<file path="src/rtl/rtc_cal_pkg.sv">
package rtc_cal_pkg;

   localparam int FIELD_CNT = 7;
   localparam int IDX_SEC   = 0;
   localparam int IDX_MIN   = 1;
   localparam int IDX_HOUR  = 2;
   localparam int IDX_DOW   = 3;
   localparam int IDX_DATE  = 4;
   localparam int IDX_MONTH = 5;
   localparam int IDX_YEAR  = 6;

   typedef struct packed {
      logic [5:0] sec;
      logic [5:0] min;
      logic [4:0] hour;
      logic [2:0] dow;
      logic [4:0] date;
      logic [3:0] month;
      logic [6:0] year;
   } rtc_time_t;

   // Binary value 0..99 to a presentation byte
   function automatic logic [7:0] enc_value(input logic [6:0] v, input logic bcd);
      logic [3:0] tens;
      logic [3:0] ones;
      tens = 4'(v / 7'd10);
      ones = 4'(v % 7'd10);
      return bcd ? {tens, ones} : {1'b0, v};
   endfunction

   // Internal 24-hour value to the hour byte for the selected mode
   function automatic logic [7:0] enc_hour(input logic [6:0] h, input logic bcd,
                                           input logic h24);
      logic [6:0] h12;
      logic [7:0] b;
      if (h24) begin
         b = enc_value(h, bcd);
      end else begin
         if (h == 7'd0)       h12 = 7'd12;
         else if (h > 7'd12)  h12 = h - 7'd12;
         else                 h12 = h;
         b = enc_value(h12, bcd);
         b[7] = (h >= 7'd12);
      end
      return b;
   endfunction

   function automatic logic [4:0] days_in(input logic [3:0] m, input logic [6:0] y);
      logic [4:0] d;
      case (m)
         4'd2:                     d = (y[1:0] == 2'b00) ? 5'd29 : 5'd28;
         4'd4, 4'd6, 4'd9, 4'd11:  d = 5'd30;
         default:                  d = 5'd31;
      endcase
      return d;
   endfunction

endpackage

</file>
<file path="src/rtl/rtc_time_counter.sv">
module rtc_time_counter
   import rtc_cal_pkg::*;
#(
   parameter int YEAR_MAX = 99,
   parameter bit DST_OPT  = 1'b1
) (
   input  logic      clk,
   input  logic      rst_n,
   input  logic      adv,
   input  logic      ld_en,
   input  rtc_time_t ld_val,
   input  logic      dst_on,
   output rtc_time_t now
);

   localparam logic [6:0] YEAR_TOP = 7'(YEAR_MAX);

   rtc_time_t cur_q, nxt;
   logic      fall_q, fall_d;
   logic      dst_gate;
   logic      roll_min, roll_hr, roll_day, roll_mon, roll_yr;
   logic      spring_fwd, fall_back;

   generate
      if (DST_OPT) begin : g_dst
         assign dst_gate = dst_on;
      end else begin : g_no_dst
         assign dst_gate = 1'b0;
      end
   endgenerate

   always_comb begin
      nxt    = cur_q;
      fall_d = fall_q;
      roll_min = (cur_q.sec == 6'd59);
      roll_hr  = roll_min && (cur_q.min == 6'd59);
      spring_fwd = dst_gate && (cur_q.month == 4'd4) && (cur_q.dow == 3'd1) &&
                   (cur_q.date <= 5'd7) && (cur_q.hour == 5'd1);
      fall_back  = dst_gate && (cur_q.month == 4'd10) && (cur_q.dow == 3'd1) &&
                   (cur_q.date >= 5'd25) && (cur_q.hour == 5'd1) && !fall_q;
      roll_day = roll_hr && (cur_q.hour == 5'd23);
      roll_mon = roll_day && (cur_q.date == days_in(cur_q.month, cur_q.year));
      roll_yr  = roll_mon && (cur_q.month == 4'd12);

      nxt.sec = roll_min ? 6'd0 : cur_q.sec + 6'd1;
      if (roll_min)
         nxt.min = (cur_q.min == 6'd59) ? 6'd0 : cur_q.min + 6'd1;
      if (roll_hr) begin
         if (spring_fwd) begin
            nxt.hour = 5'd3;
         end else if (fall_back) begin
            nxt.hour = 5'd1;
            fall_d   = 1'b1;
         end else begin
            nxt.hour = roll_day ? 5'd0 : cur_q.hour + 5'd1;
            if (cur_q.hour == 5'd1) fall_d = 1'b0;
         end
      end
      if (roll_day) begin
         nxt.dow  = (cur_q.dow == 3'd7) ? 3'd1 : cur_q.dow + 3'd1;
         nxt.date = roll_mon ? 5'd1 : cur_q.date + 5'd1;
      end
      if (roll_mon)
         nxt.month = roll_yr ? 4'd1 : cur_q.month + 4'd1;
      if (roll_yr)
         nxt.year = (cur_q.year == YEAR_TOP) ? 7'd0 : cur_q.year + 7'd1;
   end

   always_ff @(posedge clk or negedge rst_n) begin
      if (!rst_n) begin
         cur_q  <= '{sec: 6'd0, min: 6'd0, hour: 5'd0, dow: 3'd1,
                     date: 5'd1, month: 4'd1, year: 7'd0};
         fall_q <= 1'b0;
      end else if (ld_en) begin
         cur_q  <= ld_val;
         fall_q <= 1'b0;
      end else if (adv) begin
         cur_q  <= nxt;
         fall_q <= fall_d;
      end
   end

   assign now = cur_q;

endmodule

</file>
<file path="src/rtl/rtc_field_encode.sv">
module rtc_field_encode
   import rtc_cal_pkg::*;
(
   input  rtc_time_t                   now,
   input  logic                        bcd,
   input  logic                        h24,
   output logic [FIELD_CNT-1:0][7:0]   enc
);

   logic [FIELD_CNT-1:0][6:0] raw;

   assign raw[IDX_SEC]   = {1'b0, now.sec};
   assign raw[IDX_MIN]   = {1'b0, now.min};
   assign raw[IDX_HOUR]  = {2'b0, now.hour};
   assign raw[IDX_DOW]   = {4'b0, now.dow};
   assign raw[IDX_DATE]  = {2'b0, now.date};
   assign raw[IDX_MONTH] = {3'b0, now.month};
   assign raw[IDX_YEAR]  = now.year;

   generate
      for (genvar i = 0; i < FIELD_CNT; i++) begin : g_fld
         if (i == IDX_HOUR) begin : g_hr
            assign enc[i] = enc_hour(raw[i], bcd, h24);
         end else begin : g_plain
            assign enc[i] = enc_value(raw[i], bcd);
         end
      end
   endgenerate

endmodule

</file>
<file path="src/rtl/rtc_alarm_cmp.sv">
module rtc_alarm_cmp #(
   parameter int         N      = 3,
   parameter logic [1:0] DC_TAG = 2'b11
) (
   input  logic [N-1:0][7:0] alm,
   input  logic [N-1:0][7:0] live,
   output logic              all_hit
);

   logic [N-1:0] hit;

   generate
      for (genvar i = 0; i < N; i++) begin : g_cmp
         assign hit[i] = (alm[i][7:6] == DC_TAG) || (alm[i] == live[i]);
      end
   endgenerate

   assign all_hit = &hit;

endmodule

</file>
<file path="src/rtl/rtc_calendar_core.sv">
module rtc_calendar_core
   import rtc_cal_pkg::*;
#(
   parameter int         YEAR_MAX     = 99,
   parameter bit         DST_OPT      = 1'b1,
   parameter logic [1:0] ALARM_DC_TAG = 2'b11
) (
   input  logic       clk,
   input  logic       rst_n,
   input  logic       sec_tick,
   input  logic       ld_en,
   input  logic [5:0] ld_sec,
   input  logic [5:0] ld_min,
   input  logic [4:0] ld_hour,
   input  logic [2:0] ld_dow,
   input  logic [4:0] ld_date,
   input  logic [3:0] ld_month,
   input  logic [6:0] ld_year,
   input  logic       bcd_mode,
   input  logic       mode_24h,
   input  logic       dst_en,
   input  logic       freeze,
   input  logic [7:0] alm_sec,
   input  logic [7:0] alm_min,
   input  logic [7:0] alm_hour,
   output logic [7:0] out_sec,
   output logic [7:0] out_min,
   output logic [7:0] out_hour,
   output logic [7:0] out_dow,
   output logic [7:0] out_date,
   output logic [7:0] out_month,
   output logic [7:0] out_year,
   output logic       upd_done,
   output logic       alarm_hit
);

   localparam int ALM_CNT = IDX_HOUR + 1;

   generate
      if (YEAR_MAX < 3 || YEAR_MAX > 99 || ((YEAR_MAX + 1) % 4) != 0) begin : g_bad_year
         $error("YEAR_MAX must be 3..99 and one less than a multiple of four");
      end
   endgenerate

   rtc_time_t                 ld_val, now;
   logic [FIELD_CNT-1:0][7:0] enc, copy_q;
   logic [ALM_CNT-1:0][7:0]   alm_vec;
   logic                      adv, adv_q, upd_q, alm_q, match;

   assign adv    = sec_tick && !ld_en;
   assign ld_val = '{sec: ld_sec, min: ld_min, hour: ld_hour, dow: ld_dow,
                     date: ld_date, month: ld_month, year: ld_year};

   rtc_time_counter #(.YEAR_MAX(YEAR_MAX), .DST_OPT(DST_OPT)) u_cnt (
      .clk    (clk),
      .rst_n  (rst_n),
      .adv    (adv),
      .ld_en  (ld_en),
      .ld_val (ld_val),
      .dst_on (dst_en),
      .now    (now)
   );

   rtc_field_encode u_enc (
      .now (now),
      .bcd (bcd_mode),
      .h24 (mode_24h),
      .enc (enc)
   );

   assign alm_vec[IDX_SEC]  = alm_sec;
   assign alm_vec[IDX_MIN]  = alm_min;
   assign alm_vec[IDX_HOUR] = alm_hour;

   rtc_alarm_cmp #(.N(ALM_CNT), .DC_TAG(ALARM_DC_TAG)) u_alm (
      .alm     (alm_vec),
      .live    (enc[ALM_CNT-1:0]),
      .all_hit (match)
   );

   always_ff @(posedge clk or negedge rst_n) begin
      if (!rst_n) begin
         copy_q <= '0;
         adv_q  <= 1'b0;
         upd_q  <= 1'b0;
         alm_q  <= 1'b0;
      end else begin
         if (!freeze) copy_q <= enc;
         adv_q <= adv;
         upd_q <= adv_q;
         alm_q <= adv_q && match;
      end
   end

   assign out_sec   = copy_q[IDX_SEC];
   assign out_min   = copy_q[IDX_MIN];
   assign out_hour  = copy_q[IDX_HOUR];
   assign out_dow   = copy_q[IDX_DOW];
   assign out_date  = copy_q[IDX_DATE];
   assign out_month = copy_q[IDX_MONTH];
   assign out_year  = copy_q[IDX_YEAR];
   assign upd_done  = upd_q;
   assign alarm_hit = alm_q;

endmodule

</file>
<file path="config.mk">
export PLATFORM = sky130hd
export DESIGN_NAME = rtc_calendar_core
export DESIGN_NICKNAME = d
export VERILOG_FILES = /design/src/rtl/rtc_cal_pkg.sv /design/src/rtl/rtc_time_counter.sv /design/src/rtl/rtc_field_encode.sv /design/src/rtl/rtc_alarm_cmp.sv /design/src/rtl/rtc_calendar_core.sv
export SDC_FILE = /design/constraint.sdc
export NUM_CORES = 1
export LEC_CHECK = 0
export ABC_AREA = 0
export BUFFER_PORTS_ARGS = -buffer_cell sky130_fd_sc_hd__buf_2
export CAP_MARGIN = 5
export CORE_UTILIZATION = 55
export DETAILED_ROUTE_END_ITERATION = 8
export MAX_ROUTING_LAYER = met4
export PLACE_DENSITY = 0.88
export RECOVER_POWER = 25
export SYNTH_ARGS = -nofsm -noshare
export SYNTH_HDL_FRONTEND = slang
export SYNTH_SLANG_ARGS = --single-unit
</file>
<file path="constraint.sdc">
create_clock -name clk -period 5 [get_ports clk]
set_clock_uncertainty 0.1 [all_clocks]
set_input_delay 1 -clock clk [delete_from_list [all_inputs] [get_ports clk]]
set_output_delay 1 -clock clk [all_outputs]
set_load 0.1 [all_outputs]
</file>
==> flow_summary.yaml <==
run_status:
  status: "finished with violations"
  violations: "max-capacitance violations, max-slew violations"
clock_tree:
  clk_path_buf_depth: 2
  clkSlewWorstSetupHoldPaths_ns: 0.07
  worstSkewPairLatency_ns: 0.35
  cts-htree-levels: 3
  post_cts_buffers: 0
  cts.sinks: 84
  cts_resized: 0
  cts_hold_buf: 0
  root_buffer: "clkbuf_16"
  cts_buffers: 9
  cts_tree: "built"
floorplan:
  io_pins: 126
  initial_utilization_pct: 56.44
  die_w_um: 113.3
  rows: 40
  core-area_um2: 12060
  fp.dieArea_um2: 12830
  die_y_um: 113.3
timing:
  slew-limit-headroom_pct: -63.94
  drv_slew: 87
  worst_pin_slew_ns: 2.459
  fin_setup_tns_ns: 0
  setup_viol_count_final: 0
  finalHoldViolations: 0
  setup_ws_ns: 0.7845
  rsz0062_at_grt: "false"
  finalCritPeriodShare_pct: 84.31
  min_period_ns: 4.215
  fmax_ghz: 0.2372
hold_path:
  hold_class: "reg2reg"
  whs_path_depth: 0
  hp-start: "adv_q"
  min_to: "upd_done"
layout:
  fillers: 1054
  area_delta_synth_final_pct: 12.81
  drive_gt1_share_pct: 17.25
  fin_cells: 1085
  final_area_um2: 7680
  utilization_pct: 63.67
  layout.nets: 1019
placed_design:
  numPortBuffers: 113
  post-place-ws_ns: 0.9383
  dp_cells: 1068
  gp_congestion: 0.9669
  placed_cell_area_um2: 7350
  dp_hpwl_mm: 12.99
synthesis:
  async_flop_share_pct: 100.0
  synthDominantCellAreaShare_pct: 29.77
  syn_area_um2: 6808
  yosysMostFrequentCell: "nand2_1"
  ys_types: 83
  ys_top_cells_by_area: "dfrtp_1 (30%), ha_1 (7.4%), o21ai_0 (7.0%)"
  ys_seq_area_share_pct: 30.93
  avgSynthCellArea_um2: 8.124
  ys.flop_type: "dfrtp_1"
  ys_ff_latch: 84
  synth_commonest_cells: "nand2_1 (97), o21ai_0 (95), dfrtp_1 (81)"
  synth_edf_count: 0
  yosysWarningCount: 0
  synth_top_area_cell: "dfrtp_1"
  syn_inst: 838
critical_path:
  slowest_delay_ns: 0.72
  r2r_end: "alarm_hit"
  path_class: "reg2reg"
  path_max_fanout: 20
  critPathBufInv: 1
  crit_chain: "inv_1 -> ha_1 -> o21a_1 -> o31a_1 -> nor3_1 -> a21oi_1 -> ha_1 -> a31oi_2 -> a211oi_2 -> or3_1 -> a31o_1 -> a2111oi_2 -> o21a_1"
  rr_worst_depth: 13
  crit_path_end_kind: "flip-flop"
  cp.arrival_ns: 4.41
  start_kind: "flip-flop"
  cpLargestDelayFamily: "compound AO/OA/AOI/OAI gates"
  cpMaxStageDelayCell: "dfrtp_1"
  rrSetupSlack_ns: 0.78
  r2r_start: "u_cnt.now[21]"
  cp.required_ns: 5.20
routing:
  finalWirelength_mm: 18.09
  wl_per_cell_um: 16.67
  drtPass1Iterations: 5
  drc: 0
  viasPerCell: 6.112
  vias: 6632
  postRouteAntennaNets: 0
  drt_iter0_markers: 751
power:
  p_leak_nw: 3.473
  ir_drop_uv: 311.7
  power.density_nw_per_um2: 443.8
job:
  cap_violations: 2
grt:
  grt_max_degree: 47
  grt_usage_pct: 30.26
  grt_pass1_wl_mm: 30.02
  grt_antenna_before_repair: 1
  first_global_vias: 6120
  grt_overflow: 0
-- cells in the final DEF (no fill, tap or decap), drive strengths merged, types with 12 or more instances in the layout --
master	Yosys	final
mux2i	15	15
inv	40	41
nand3	19	19
nor2b	17	17
nor2	42	42
buf	19	114
ha	40	40
conb	1	12
nand2b	17	17
dfrtp	81	81
nand2	97	97
xor2	12	12
a21oi	48	48
clkbuf	46	14
nor3	16	16
xnor2	15	15
o21ai	99	99
nor4	13	13
-- layout make-up --
class / instances / area, um2 / area share [%]
Sequential cell: 84 / 2106 / 27.42
Inverter: 40 / 150.1 / 1.955
Tap cell: 168 / 210.2 / 2.737
Clock inverter: 5 / 82.58 / 1.075
Antenna cell: 1 / 2.502 / 0.03258
Clock buffer: 11 / 252.7 / 3.291
Multi-Input combinational cell: 659 / 4285 / 55.80
Timing Repair Buffer: 117 / 590.6 / 7.690
-- kinds of logic (layout without fill, tap and decap cells) --
group,after synthesis,count (layout),synth area share [%]
simple gates,281,281,20.90
mux,25,25,3.860
flops,84,84,30.93
buf+inv,106,173,6.727
fa+ha+maj,41,41,7.499
compound gates,272,272,26.23
xor+xnor,28,28,3.804
other cells,1,13,0.05508
-- per-stage QoR --
stage               total power, mW  hold slack [ns]
floorplan                     2.325           0.2600
finish                        3.409           0.2980
global placement              2.607           0.2883
CTS                           3.401           0.2969
global route                  3.590           0.3064
detailed placement            2.636           0.2888
-- layer usage --
layer	share of wire (%)	GRT usage, %
met5	0	-
met4	3.2	14.47
met3	6.5	4.071
met2	45	45.11
met1	45	40.68
-- registers in the layout (all words and copies together), names as in the netlist, 3 cells and up --
name       cells
out_month      5
out_hour       8
out_sec        7
out_year       8
out_dow        3
out_date       6
out_min        7
u_cnt.now     36
-- worst max-delay path by stage --
stage                        from         to  slack, ns  cells past startpoint
detailed placement  u_cnt.now[21]  alarm_hit       0.94                     13
finish              u_cnt.now[21]  alarm_hit       0.78                     13
floorplan           u_cnt.now[22]  alarm_hit       1.46                     14
CTS                 u_cnt.now[21]  alarm_hit       0.91                     13
global route        u_cnt.now[29]  alarm_hit       0.52                     13
global placement    u_cnt.now[21]  alarm_hit       1.15                     13
-- where the power goes --
part | switching, mW | leakage [nW] | internal [mW] | total (mW)
sequential | 0.181 | 1.03 | 0.806 | 0.987
combinational | 1.20 | 2.27 | 0.466 | 1.67
clock | 0.286 | 0.166 | 0.467 | 0.752
total | 1.67 | 3.47 | 1.74 | 3.41
-- worst register-to-register path, delay by kind of cell, from the launching register on --
| family | cells | cell delay, ns |
|---|---|---|
| AO/OA/AOI/OAI | 8 | 1.74 |
| AND/OR/NAND/NOR | 2 | 0.81 |
| flip-flops | 1 | 0.72 |
| adder cells (fa/ha/maj) | 2 | 0.57 |
| buffers and inverters | 1 | 0.24 |
(Power assumes the default switching activity.)
